--- src/rtl/pwmctl_pkg.sv ---
// Package: shared offsets and the decoded-register type for the PWM
// control block. Assumes a 32-bit register data path.
package pwmctl_pkg;
    localparam int REG_DW     = 32;
    localparam int OFS_MODE   = 'h00;
    localparam int OFS_RUN    = 'h04;
    localparam int OFS_STOP   = 'h08;
    localparam int OFS_STAT   = 'h0C;
    localparam int OFS_MSET   = 'h10;
    localparam int OFS_MCLR   = 'h14;
    localparam int OFS_MASK   = 'h18;
    localparam int OFS_PEND   = 'h1C;

    typedef enum logic [3:0] {
        RG_NONE,
        RG_MODE,
        RG_RUN,
        RG_STOP,
        RG_STAT,
        RG_MSET,
        RG_MCLR,
        RG_MASK,
        RG_PEND,
        RG_CHAN
    } reg_sel_e;
endpackage

--- src/rtl/pwmctl_decode.sv ---
// Module: address decoder. Maps a byte offset to one global register or
// to a channel slice of the private-register window.
// Assumes: WIN_BASE lies above the global registers and CH_STRIDE is a
// power of two; purely combinational.
module pwmctl_decode
    import pwmctl_pkg::*;
#(
    parameter int ADDR_W    = 12,
    parameter int NCH       = 4,
    parameter int WIN_BASE  = 'h200,
    parameter int CH_STRIDE = 32,
    localparam int OFF_W    = $clog2(CH_STRIDE)
) (
    input  logic [ADDR_W-1:0] addr,
    output reg_sel_e          hit,
    output logic [NCH-1:0]    chan_hit,
    output logic [OFF_W-1:0]  chan_off
);
    localparam int IDX_W = ADDR_W - OFF_W;

    logic [ADDR_W-1:0] rel;
    logic              in_win;

    // Offset relative to the window start and window membership.
    assign rel      = addr - ADDR_W'(WIN_BASE);
    assign in_win   = (addr >= ADDR_W'(WIN_BASE)) &&
                      (rel < ADDR_W'(NCH * CH_STRIDE));
    assign chan_off = rel[OFF_W-1:0];

    // One comparator per channel slice.
    for (genvar g = 0; g < NCH; g++) begin : g_slice
        assign chan_hit[g] = in_win && (rel[ADDR_W-1:OFF_W] == IDX_W'(g));
    end

    // Global register lookup, falling back to the channel window.
    always_comb begin
        case (addr)
            ADDR_W'(OFS_MODE): hit = RG_MODE;
            ADDR_W'(OFS_RUN):  hit = RG_RUN;
            ADDR_W'(OFS_STOP): hit = RG_STOP;
            ADDR_W'(OFS_STAT): hit = RG_STAT;
            ADDR_W'(OFS_MSET): hit = RG_MSET;
            ADDR_W'(OFS_MCLR): hit = RG_MCLR;
            ADDR_W'(OFS_MASK): hit = RG_MASK;
            ADDR_W'(OFS_PEND): hit = RG_PEND;
            default:           hit = in_win ? RG_CHAN : RG_NONE;
        endcase
    end
endmodule

--- src/rtl/pwmctl_setclr.sv ---
// Module: bank of N bits driven by write-one-to-set and write-one-to-clear
// strobes. Assumes the strobes are already qualified with the access;
// if both hit the same bit, clear wins.
module pwmctl_setclr #(
    parameter int N = 4
) (
    input  logic         clk,
    input  logic         rst_n,
    input  logic [N-1:0] set_bits,
    input  logic [N-1:0] clr_bits,
    output logic [N-1:0] state_q
);
    // Apply set then clear each cycle; reset to all zero.
    always_ff @(posedge clk) begin
        if (!rst_n) state_q <= '0;
        else        state_q <= (state_q | set_bits) & ~clr_bits;
    end
endmodule

--- src/rtl/pwmctl_pending.sv ---
// Module: pending-event latch with clear-on-read and masked interrupt.
// Assumes ack is high for exactly the cycle in which the pending value is
// returned to the bus; events of that same cycle survive the ack.
module pwmctl_pending #(
    parameter int N = 4
) (
    input  logic         clk,
    input  logic         rst_n,
    input  logic [N-1:0] evt,
    input  logic [N-1:0] mask,
    input  logic         ack,
    output logic [N-1:0] pend_q,
    output logic         irq
);
    logic [N-1:0] captured;
    logic [N-1:0] kept;

    // Only events of masked-in channels are captured.
    assign captured = evt & mask;
    // An acknowledge drops exactly the bits visible to the reader.
    assign kept     = ack ? '0 : pend_q;

    // Pending register update.
    always_ff @(posedge clk) begin
        if (!rst_n) pend_q <= '0;
        else        pend_q <= kept | captured;
    end

    // Interrupt request from pending-and-enabled channels.
    assign irq = |(pend_q & mask);
endmodule

--- src/rtl/pwm_ctrl_top.sv ---
// Module: global control block of a multi-channel PWM. Decodes the
// register port, holds run bits, interrupt mask, pending events and the
// mode word, and forwards the per-channel window to channel logic.
// Assumes one access per cycle and single-cycle period-end pulses.
module pwm_ctrl_top
    import pwmctl_pkg::*;
#(
    parameter int NCH       = 4,
    parameter int ADDR_W    = 12,
    parameter int WIN_BASE  = 'h200,
    parameter int CH_STRIDE = 32,
    localparam int OFF_W    = $clog2(CH_STRIDE)
) (
    input  logic                  clk,
    input  logic                  rst_n,
    input  logic                  bus_sel,
    input  logic                  bus_wr,
    input  logic [ADDR_W-1:0]     bus_addr,
    input  logic [REG_DW-1:0]     bus_wdata,
    output logic [REG_DW-1:0]     bus_rdata,
    input  logic [NCH-1:0]        period_end,
    output logic [NCH-1:0]        chan_en,
    output logic [REG_DW-1:0]     mode_cfg,
    output logic                  irq,
    output logic [NCH-1:0]        chan_sel,
    output logic                  chan_wr,
    output logic [OFF_W-1:0]      chan_off,
    output logic [REG_DW-1:0]     chan_wdata,
    input  logic [NCH*REG_DW-1:0] chan_rdata
);
    reg_sel_e          hit;
    logic [NCH-1:0]    chan_hit;
    logic              wr_stb;
    logic              rd_stb;
    logic [NCH-1:0]    wbits;
    logic [NCH-1:0]    run_set, run_clr, msk_set, msk_clr;
    logic [NCH-1:0]    mask_q;
    logic [NCH-1:0]    pend_q;
    logic              pend_ack;
    logic [REG_DW-1:0] mode_q;
    logic [REG_DW-1:0] chan_rd_mux;

    pwmctl_decode #(
        .ADDR_W   (ADDR_W),
        .NCH      (NCH),
        .WIN_BASE (WIN_BASE),
        .CH_STRIDE(CH_STRIDE)
    ) u_dec (
        .addr    (bus_addr),
        .hit     (hit),
        .chan_hit(chan_hit),
        .chan_off(chan_off)
    );

    // Qualified access strobes.
    assign wr_stb = bus_sel && bus_wr;
    assign rd_stb = bus_sel && !bus_wr;
    assign wbits  = bus_wdata[NCH-1:0];

    // Set and clear strobes for the two bit banks.
    assign run_set = (wr_stb && hit == RG_RUN)  ? wbits : '0;
    assign run_clr = (wr_stb && hit == RG_STOP) ? wbits : '0;
    assign msk_set = (wr_stb && hit == RG_MSET) ? wbits : '0;
    assign msk_clr = (wr_stb && hit == RG_MCLR) ? wbits : '0;

    pwmctl_setclr #(.N(NCH)) u_run (
        .clk     (clk),
        .rst_n   (rst_n),
        .set_bits(run_set),
        .clr_bits(run_clr),
        .state_q (chan_en)
    );

    pwmctl_setclr #(.N(NCH)) u_mask (
        .clk     (clk),
        .rst_n   (rst_n),
        .set_bits(msk_set),
        .clr_bits(msk_clr),
        .state_q (mask_q)
    );

    // Pending register acknowledged by its own read.
    assign pend_ack = rd_stb && (hit == RG_PEND);

    pwmctl_pending #(.N(NCH)) u_pend (
        .clk   (clk),
        .rst_n (rst_n),
        .evt   (period_end),
        .mask  (mask_q),
        .ack   (pend_ack),
        .pend_q(pend_q),
        .irq   (irq)
    );

    // Mode word storage.
    always_ff @(posedge clk) begin
        if (!rst_n)                       mode_q <= '0;
        else if (wr_stb && hit == RG_MODE) mode_q <= bus_wdata;
    end
    assign mode_cfg = mode_q;

    // Select the read data of the addressed channel slice.
    always_comb begin
        chan_rd_mux = '0;
        for (int i = 0; i < NCH; i++) begin
            if (chan_hit[i]) chan_rd_mux = chan_rdata[i*REG_DW +: REG_DW];
        end
    end

    // Channel window forwarding.
    assign chan_sel   = bus_sel ? chan_hit : '0;
    assign chan_wr    = wr_stb && (|chan_hit);
    assign chan_wdata = bus_wdata;

    // Read data multiplexer for the access cycle.
    always_comb begin
        bus_rdata = '0;
        if (rd_stb) begin
            case (hit)
                RG_MODE: bus_rdata = mode_q;
                RG_STAT: bus_rdata = REG_DW'(chan_en);
                RG_MASK: bus_rdata = REG_DW'(mask_q);
                RG_PEND: bus_rdata = REG_DW'(pend_q);
                RG_CHAN: bus_rdata = chan_rd_mux;
                default: bus_rdata = '0;
            endcase
        end
    end
endmodule

--- config.mk ---
export PLATFORM = sky130hd
export DESIGN_NAME = pwm_ctrl_top
export DESIGN_NICKNAME = d
export VERILOG_FILES = /design/src/rtl/pwmctl_pkg.sv /design/src/rtl/pwmctl_decode.sv /design/src/rtl/pwmctl_setclr.sv /design/src/rtl/pwmctl_pending.sv /design/src/rtl/pwm_ctrl_top.sv
export SDC_FILE = /design/constraint.sdc
export NUM_CORES = 1
export LEC_CHECK = 0
export ABC_AREA = 0
export BUFFER_PORTS_ARGS = -buffer_cell sky130_fd_sc_hd__buf_2
export CAP_MARGIN = 20
export CORE_AREA = 2 2 112 114
export DETAILED_ROUTE_END_ITERATION = 6
export DIE_AREA = 0 0 114 116
export PLACE_DENSITY = 0.63
export SYNTH_ARGS = -nofsm -noshare
export SYNTH_HDL_FRONTEND = slang
export SYNTH_SLANG_ARGS = --single-unit
--- constraint.sdc ---
create_clock -name clk -period 2.1 [get_ports clk]
set_clock_uncertainty 0.05 [all_clocks]
set_input_delay 0.105 -clock clk [delete_from_list [all_inputs] [get_ports clk]]
set_output_delay 0.105 -clock clk [all_outputs]
set_load 0.01 [all_outputs]
# Yosys cells after proc, flatten, opt, wreduce, memory -nomap -nowiden
# Cells that the tools add are included.
# W data, S select, Z words.
dict set report word_totals {
  inputBits 180
  output_inout_bits 111
  elab_cells 68
  regBits 44
}
dict set report op_classes {
  reduce_logical 19
  n_lt_le_gt_ge 2
  n_eq_ne 19
  bitwise 9
  muxes 14
  addsub 1
}
# cell count
set op_table {}
lappend op_table {{$mux W32} 5}
lappend op_table {{$pmux W32 S5} 1}
lappend op_table {{$eq A12 B5 Y1 const B} 4}
lappend op_table {{$pmux W4 S8} 1}
lappend op_table {{$mux W4} 7}
lappend op_table {{$eq A12 B4 Y1 const B} 2}
lappend op_table {{$and A4 B4 Y4} 4}
lappend op_table {{$eq A4 B3 Y1 const B} 4}
lappend op_table {{$eq A7 B2 Y1 const B} 2}
lappend op_table {{$logic_and A1 B1 Y1} 14}
lappend op_table {{$eq A12 B3 Y1 const B} 1}
lappend op_table {{$ge A12 B10 Y1 const B} 1}
lappend op_table {{$logic_not A12 Y1} 1}
lappend op_table {{$lt A12 B8 Y1 const B} 1}
lappend op_table {{$or A4 B4 Y4} 3}
lappend op_table {{$sub A12 B10 Y12 const B} 1}
lappend op_table {{$eq A4 B2 Y1 const B} 2}
lappend op_table {{$eq A4 B4 Y1 const B} 2}
lappend op_table {{$not A4 Y4} 2}
lappend op_table {{$reduce_or A4 Y1} 2}
lappend op_table {{$eq A7 B1 Y1 const B} 1}
lappend op_table {{$logic_not A7 Y1} 1}
lappend op_table {{$eq A4 B1 Y1 const B} 1}
lappend op_table {{$logic_not A1 Y1} 1}

# Depth between registers and ports, before layout
# Gate-level depths: netlist of the first run.
dict set report depth {
  word_depth 10
  ltp_mapped 8
}

# Hierarchy
# A second synthesis of the first run with hierarchy kept.
dict set report unflattened {
  cells_unflattened 493
  area_unflattened_um2 3731.1
}
# module area_each_um2 n_inst cells_each seq_area_each_um2
set by_module_without_submodules {}
lappend by_module_without_submodules {pwm_ctrl_top 3079.2 1 422 640.6}
lappend by_module_without_submodules {pwmctl_setclr 145.1 2 12 80.1}
lappend by_module_without_submodules {pwmctl_decode 192.7 1 28 0.0}
lappend by_module_without_submodules {pwmctl_pending 168.9 1 19 80.1}

# Worst setup path after synthesis of the first run
# Ideal clock, no wire load.
dict set report synth_path {
  path_type {input port to output port}
  from {in bus_addr[10]}
  to {out bus_rdata[0]}
  t_required_ns 1.945
  arrival_time_ns 1.799
  slack_ns 0.146
  path_stages 7
  path_cell_list {inv_1 > ha_1 > nand4bb_1 > nor3b_1 > clkbuf_1 > o221ai_1 > a31oi_1}
}
dict set report synth_via {
  elab_chain_cells 10
  elab_cells_between_ends 33
}
# item line
set synth_lines {}
lappend synth_lines {{start: declaration} pwm_ctrl_top.sv:18} ;# input logic [ADDR_W-1:0] bus_addr,
lappend synth_lines {{parallel branches: the longest is 8 deep, another holds $sub A12 B10 Y12} --}
lappend synth_lines {{$pmux W32 S5 *} pwm_ctrl_top.sv:119} ;# case (hit)
lappend synth_lines {{$mux W32 *} pwm_ctrl_top.sv:118} ;# if (rd_stb) begin
lappend synth_lines {{end: declaration} pwm_ctrl_top.sv:20} ;# output logic [REG_DW-1:0] bus_rdata,
# Mark *: on every way between the ends.

# Worst setup path in the final report of the first run
dict set report layout_path {
  from {in bus_addr[6]}
  to {out bus_rdata[2]}
}
# Same word-level chain as after synthesis.

==> results.yml, run 1 <==
hold_path:
  hold_path.class: "in2reg"
  hold_end: "mode_cfg[4]"
  hold_depth: 3
  min_from: "bus_wdata[4]"
power:
  swShare_pct: 28.4
  p_int_mw: 1.55
  p_leak_nw: 2.46
  seq_power_share_pct: 38.5
  power_mw: 2.17
  ir_drop_mv: 0.251
  power.density_mw_per_mm2: 400
  pwr-share-clk_pct: 36.8
  combPwrFrac_pct: 24.7
  switching_power_mw: 0.614
timing:
  timing.final.crit_share_pct: 96.4
  hold_viol: 0
  finalSetupViolCount: 0
  max_slew_margin_pct: 68.4
  worstMarginPinSlew_ns: 0.462
  setup_slack_ns: 0.0746
  tns_ns: 0
  slew_violations: 0
  fmax_ghz: 0.494
  fin_crit_ns: 2.03
  rsz0062_at_grt: "false"
floorplan:
  coreArea_mm2: 0.0119
  io_pins: 291
  dieArea_mm2: 0.0132
  die_width_um: 114
  start_util_pct: 31.7
  die_h_um: 116
  rows: 40
detailed_routing:
  drtIter0Drc: 247
  dr.pass1.iters: 4
  wirelength_mm: 17.0
  routed_via_density: 5.56
  ant_nets: 0
  dr_total_vias: 4959
  wl_per_cell_um: 19.0
  drc: 0
yosys:
  synth-edff-count: 0
  netlist_area_mm2: 0.00378
  yosysTopAreaCell: "dfxtp_1"
  synth_cells: 503
  syn_avg_cell_area_um2: 7.51
  synth.ff_latch_count: 44
  synth_top_area_share_pct: 23.3
  synth_nets: 685
  yosysWarnings: 0
  synthFlopType: "dfxtp_1"
  async_reset_ff_share_pct: 0
  synthTopCellsByCount: "o21ai_0 (66), dfxtp_1 (44), clkbuf_1 (43), buf_4 (40), nand3_1 (38)"
  synth.most_common_cell: "o21ai_0"
  synthTopCellsByArea: "dfxtp_1 (23%), o21ai_0 (8.7%), buf_4 (7.9%)"
  synth.distinct_cells: 48
  seq_area_frac_synth_pct: 23.3
setup_path:
  crit_fanout: 4
  r2r_setup_slack_ns: 1.25
  required_ns: 1.95
  arrival_ns: 1.87
  crit_path_end_kind: "output pin"
  ff2ff_path_depth: 3
  timing.rr.end: "u_mask.state_q[0]"
  timing.rr.start: "u_mask.state_q[0]"
  cp-start-kind: "input port"
  critical_path_class: "in2out"
place:
  place_hpwl_mm: 12.9
  port_buffers: 290
  post-place-ws_ns: 0.0544
  place_congestion: 0.901
final_layout:
  area_delta_synth_final_pct: 43.5
  multi_input_area_mm2: 0.00242
  drive_above_1_share_pct: 47.0
  fillCellCount: 1209
  fin_nets: 926
  antenna_cells: 0
  register_area_um2: 881
flow_run:
  maxCapViolCount: 0
cts:
  cts_buffer_depth: 2
  cts.sinks: 44
  cts_htree_levels: 2
  cts_buffers: 5
  clock_latency_ns: 0.28
  cts_root_buf: "clkbuf_16"
  cts_tree: "built"
  clkTransAtPathRegs_ns: 0.06
grt:
  grt_util_all_layers_pct: 24.1
  antenna_found_initial: 0
  grt_pass1_vias: 4713
  overflow: 0
  grt_first_pass_wirelength_mm: 25.2
  grt_max_degree: 72
outcome:
  status: "complete, no violations"
-- cells by family after synthesis --
| kind of cell | Yosys count | synth area share, % |
|---|---|---|
| adder cells (fa/ha/maj) | 2 | 0.662 |
| multiplexers | 8 | 2.12 |
| XOR/XNOR | 2 | 0.464 |
| AO/OA/AOI/OAI | 216 | 39.0 |
| flip-flops | 44 | 23.3 |
| AND/OR/NAND/NOR | 134 | 20.7 |
| buffers and inverters | 97 | 13.8 |
-- area by class of cell --
| class | count | area share, % |
|---|---|---|
| Sequential cell | 44 | 16.2 |
| Multi-Input combinational cell | 362 | 44.7 |
| Clock inverter | 2 | 0.185 |
| Tap cell | 147 | 3.39 |
| Timing Repair Buffer | 324 | 32.4 |
| Inverter | 7 | 0.485 |
| Clock buffer | 6 | 2.56 |
-- placed cells by master (no fill, tap or decap), types with 7 or more instances in the layout --
| cell | instances |
|---|---|
| a21boi_0 | 31 |
| a22oi_1 | 34 |
| a31oi_1 | 36 |
| a32o_1 | 27 |
| buf_2 | 290 |
| buf_4 | 29 |
| dfxtp_1 | 44 |
| inv_1 | 7 |
| mux2i_1 | 8 |
| nand2_1 | 20 |
| nand3_1 | 38 |
| nand4_1 | 7 |
| nor2b_1 | 32 |
| o21ai_0 | 64 |
-- worst max path at each step --
stage,from,endpoint,slack (ns),cells after the start
floorplan,bus_addr[10],bus_rdata[0],0.15,7
global placement,bus_addr[6],bus_rdata[10],0.11,7
detailed placement,bus_addr[6],bus_rdata[2],0.05,6
CTS,bus_addr[6],bus_rdata[2],0.04,6
global route,bus_addr[6],bus_rdata[2],0.007,6
finish,bus_addr[6],bus_rdata[2],0.07,6
-- through the flow --
step	cell area [um^2]	hold WS [ns]	utilization, %	instances
6_report	5420	0.0384	45.5	892
5_1_grt	5420	0.0453	45.5	892
4_1_cts	5350	0.0384	44.9	888
3_5_place_dp	5200	0.338	43.7	880
3_3_place_gp	5200	0.331	43.7	880
2_1_floorplan	3780	0.200	-	503
-- critical path: stages --
cell and delay, ns:
buf_2 0.14, or4_4 0.56, a2111oi_0 0.46, o21ai_1 0.23, a31oi_1 0.21, buf_2 0.16
-- power by group through the flow --
stage               registers [mW]  logic (mW)  clock network [mW]
floorplan                    0.853       0.265                   0
global placement             0.853       0.518                   0
detailed placement           0.853       0.528                   0
CTS                          0.834       0.529               0.829
global route                 0.834       0.582               0.858
finish                       0.834       0.535               0.797
-- flip-flops by register name (all words and copies together), names as in the netlist --
signal          cells
u_run.state_q       4
u_pend.pend_q       4
mode_cfg           32
u_mask.state_q      4
-- layer usage --
metal / share of wire [%] / track usage (%) / up-vias
li1: - / - / 2362
met1: 42 / 31.0 / 2339
met2: 50 / 43.2 / 241
met3: 7.3 / 3.92 / 17
met4: 0.87 / 3.98 / 0
met5: 0 / 0 / -
-- timing repair --
action                     CTS  global route
buffers inserted             0             3
gates resized for setup      0             7
hold buffers                 0             0
setup endpoints to repair    0            20
(Power assumes the default switching activity.)
==> inputs of run 2 (changes only) <==
Settings changed: BUFFER_PORTS_ARGS -buffer_cell sky130_fd_sc_hd__buf_2 to unset, CORE_AREA 2 2 112 114 to 2 2 113 115, DIE_AREA 0 0 114 116 to 0 0 115 117, DONT_BUFFER_PORTS set to 1, PLACE_DENSITY 0.63 to 0.42.
==> results.yml, run 2 (synthesized netlist as in run 1, its figures left out) <==
power:
  p_leak_nw: 1.30
  ir_drop_mv: 0.302
  power.density_mw_per_mm2: 488
cts:
  hold_buffers: 37
  cts_setup_buffers: 0
  cts_root_buf: "clkbuf_16"
  cts_buffers: 5
  clkTransAtPathRegs_ns: 0.07
  clock_latency_ns: 0.29
  cts_tree: "built"
  cts_resized: 0
  cts_buffer_depth: 2
  cts.sinks: 44
  cts_htree_levels: 2
timing:
  worstMarginPinSlew_ns: 0.606
  tns_ns: 0
  fin_crit_ns: 1.89
  hold_viol: 0
  fmax_ghz: 0.530
  slew_violations: 0
  finalSetupViolCount: 0
  timing.final.crit_share_pct: 89.9
  max_slew_margin_pct: 59.5
  rsz0062_at_grt: "false"
detailed_routing:
  dr_total_vias: 4046
  wirelength_mm: 15.5
  drc: 0
  drtIter0Drc: 380
  dr.pass1.iters: 5
  wl_per_cell_um: 24.5
  routed_via_density: 6.40
  ant_nets: 0
setup_path:
  critical_path_class: "in2out"
  cp_num_cells: 8
  timing.rr.end: "u_pend.pend_q[0]"
  ff2ff_path_depth: 3
  cp_num_buf_inv: 3
  arrival_ns: 1.73
  cp-endpoint: "bus_rdata[3]"
  required_ns: 1.95
  timing.rr.start: "u_mask.state_q[0]"
  startpoint: "bus_addr[10]"
  crit_fanout: 35
  crit_family: "simple AND/OR/NAND/NOR gates"
  r2r_setup_slack_ns: 0.79
  cp_slowest_cell: "nor3b_2"
  path_cells: "inv_1, ha_1, nand4bb_1, nor3b_2, buf_12, o221ai_1, a31oi_1, buf_4"
  cpPeakStageDelay_ns: 0.29
  cp-start-kind: "input port"
  crit_path_end_kind: "output pin"
grt:
  grt_max_degree: 73
  grt_pass1_vias: 3768
  grt_first_pass_wirelength_mm: 22.0
  overflow: 0
  antenna_found_initial: 0
  grt_util_all_layers_pct: 21.4
floorplan:
  coreArea_mm2: 0.0123
  die_h_um: 117
  dieArea_mm2: 0.0135
  rows: 41
  io_pins: 291
  die_width_um: 115
  start_util_pct: 30.7
final_layout:
  largest_register_ffs: 32
  stdcell_area_mm2: 0.00425
  antenna_cells: 0
  multi_input_area_mm2: 0.00241
  fin_nets: 663
  register_area_um2: 881
  fillCellCount: 1318
  final_util_pct: 34.5
  layout_common_cells: "o21ai_0 (66), dfxtp_1 (44), nand3_1 (38)"
  final_common_cell: "o21ai_0"
  area_delta_synth_final_pct: 12.6
  drive_above_1_share_pct: 10.2
outcome:
  status: "complete, no violations"
flow_run:
  maxCapViolCount: 0
hold_path:
  hold_path.class: "in2reg"
place:
  placed_cell_area_mm2: 0.00369
  place_hpwl_mm: 10.8
  place_congestion: 0.861
  port_buffers: 0
run 2: cell count changes in the layout (fill, tap and decap cells not counted), moves of 2 or more:
cell | previous run | this run
buf_2 | 290 | 0
dlygate4sd3_1 | 0 | 36
buf_4 | 29 | 23
buf_6 | 2 | 0
clkinv_2 | 2 | 0
o21ai_0 | 64 | 66
o21ai_1 | 2 | 0
run 2: power by group:
| group | switching (mW) | internal, mW |
|---|---|---|
| sequential | 0.0000734 | 0.834 |
| combinational | 0.147 | 0.138 |
| clock | 0.359 | 0.597 |
| total | 0.506 | 1.57 |
run 2: per-stage QoR:
stage / setup WS [ns] / std cells / hold WS [ns] / total power [mW]
after global placement: 0.209 / 587 / 0.160 / 1.06
after floorplan: 0.146 / 503 / 0.200 / 1.12
after CTS: 0.203 / 632 / 0.00300 / 2.10
final: 0.213 / 632 / 0.0122 / 2.07
after detailed placement: 0.219 / 587 / 0.160 / 1.06
after global routing: 0.0715 / 632 / 0.0487 / 2.15
run 2: routing by layer:
metal	wire length (um)	vias to the layer above	track usage (%)
li1	-	1828	-
met1	6440	1944	28.4
met2	7540	247	35.3
met3	1230	27	4.33
met4	263	0	6.10
met5	0	-	0
run 2: area by class of cell:
cell class	instances	area share (%)
Multi-Input combinational cell	362	56.6
Sequential cell	44	20.7
Timing Repair Buffer	61	13.5
Tap cell	150	4.41
Clock buffer	6	3.27
Clock inverter	2	0.912
Inverter	7	0.618
run 2: how the worst min path moves through the flow:
stage                              endpoint  slack (ns)         start  cells after the start
after floorplan           u_mask.state_q[0]        0.20  bus_wdata[0]                      1
after global placement        chan_wdata[9]        0.16  bus_wdata[9]                      0
after detailed placement      chan_wdata[9]        0.16  bus_wdata[9]                      0
after CTS                 u_mask.state_q[0]       0.003  bus_wdata[0]                      2
after global routing      u_mask.state_q[0]        0.05  bus_wdata[0]                      2
final                     u_mask.state_q[0]        0.01  bus_wdata[0]                      2
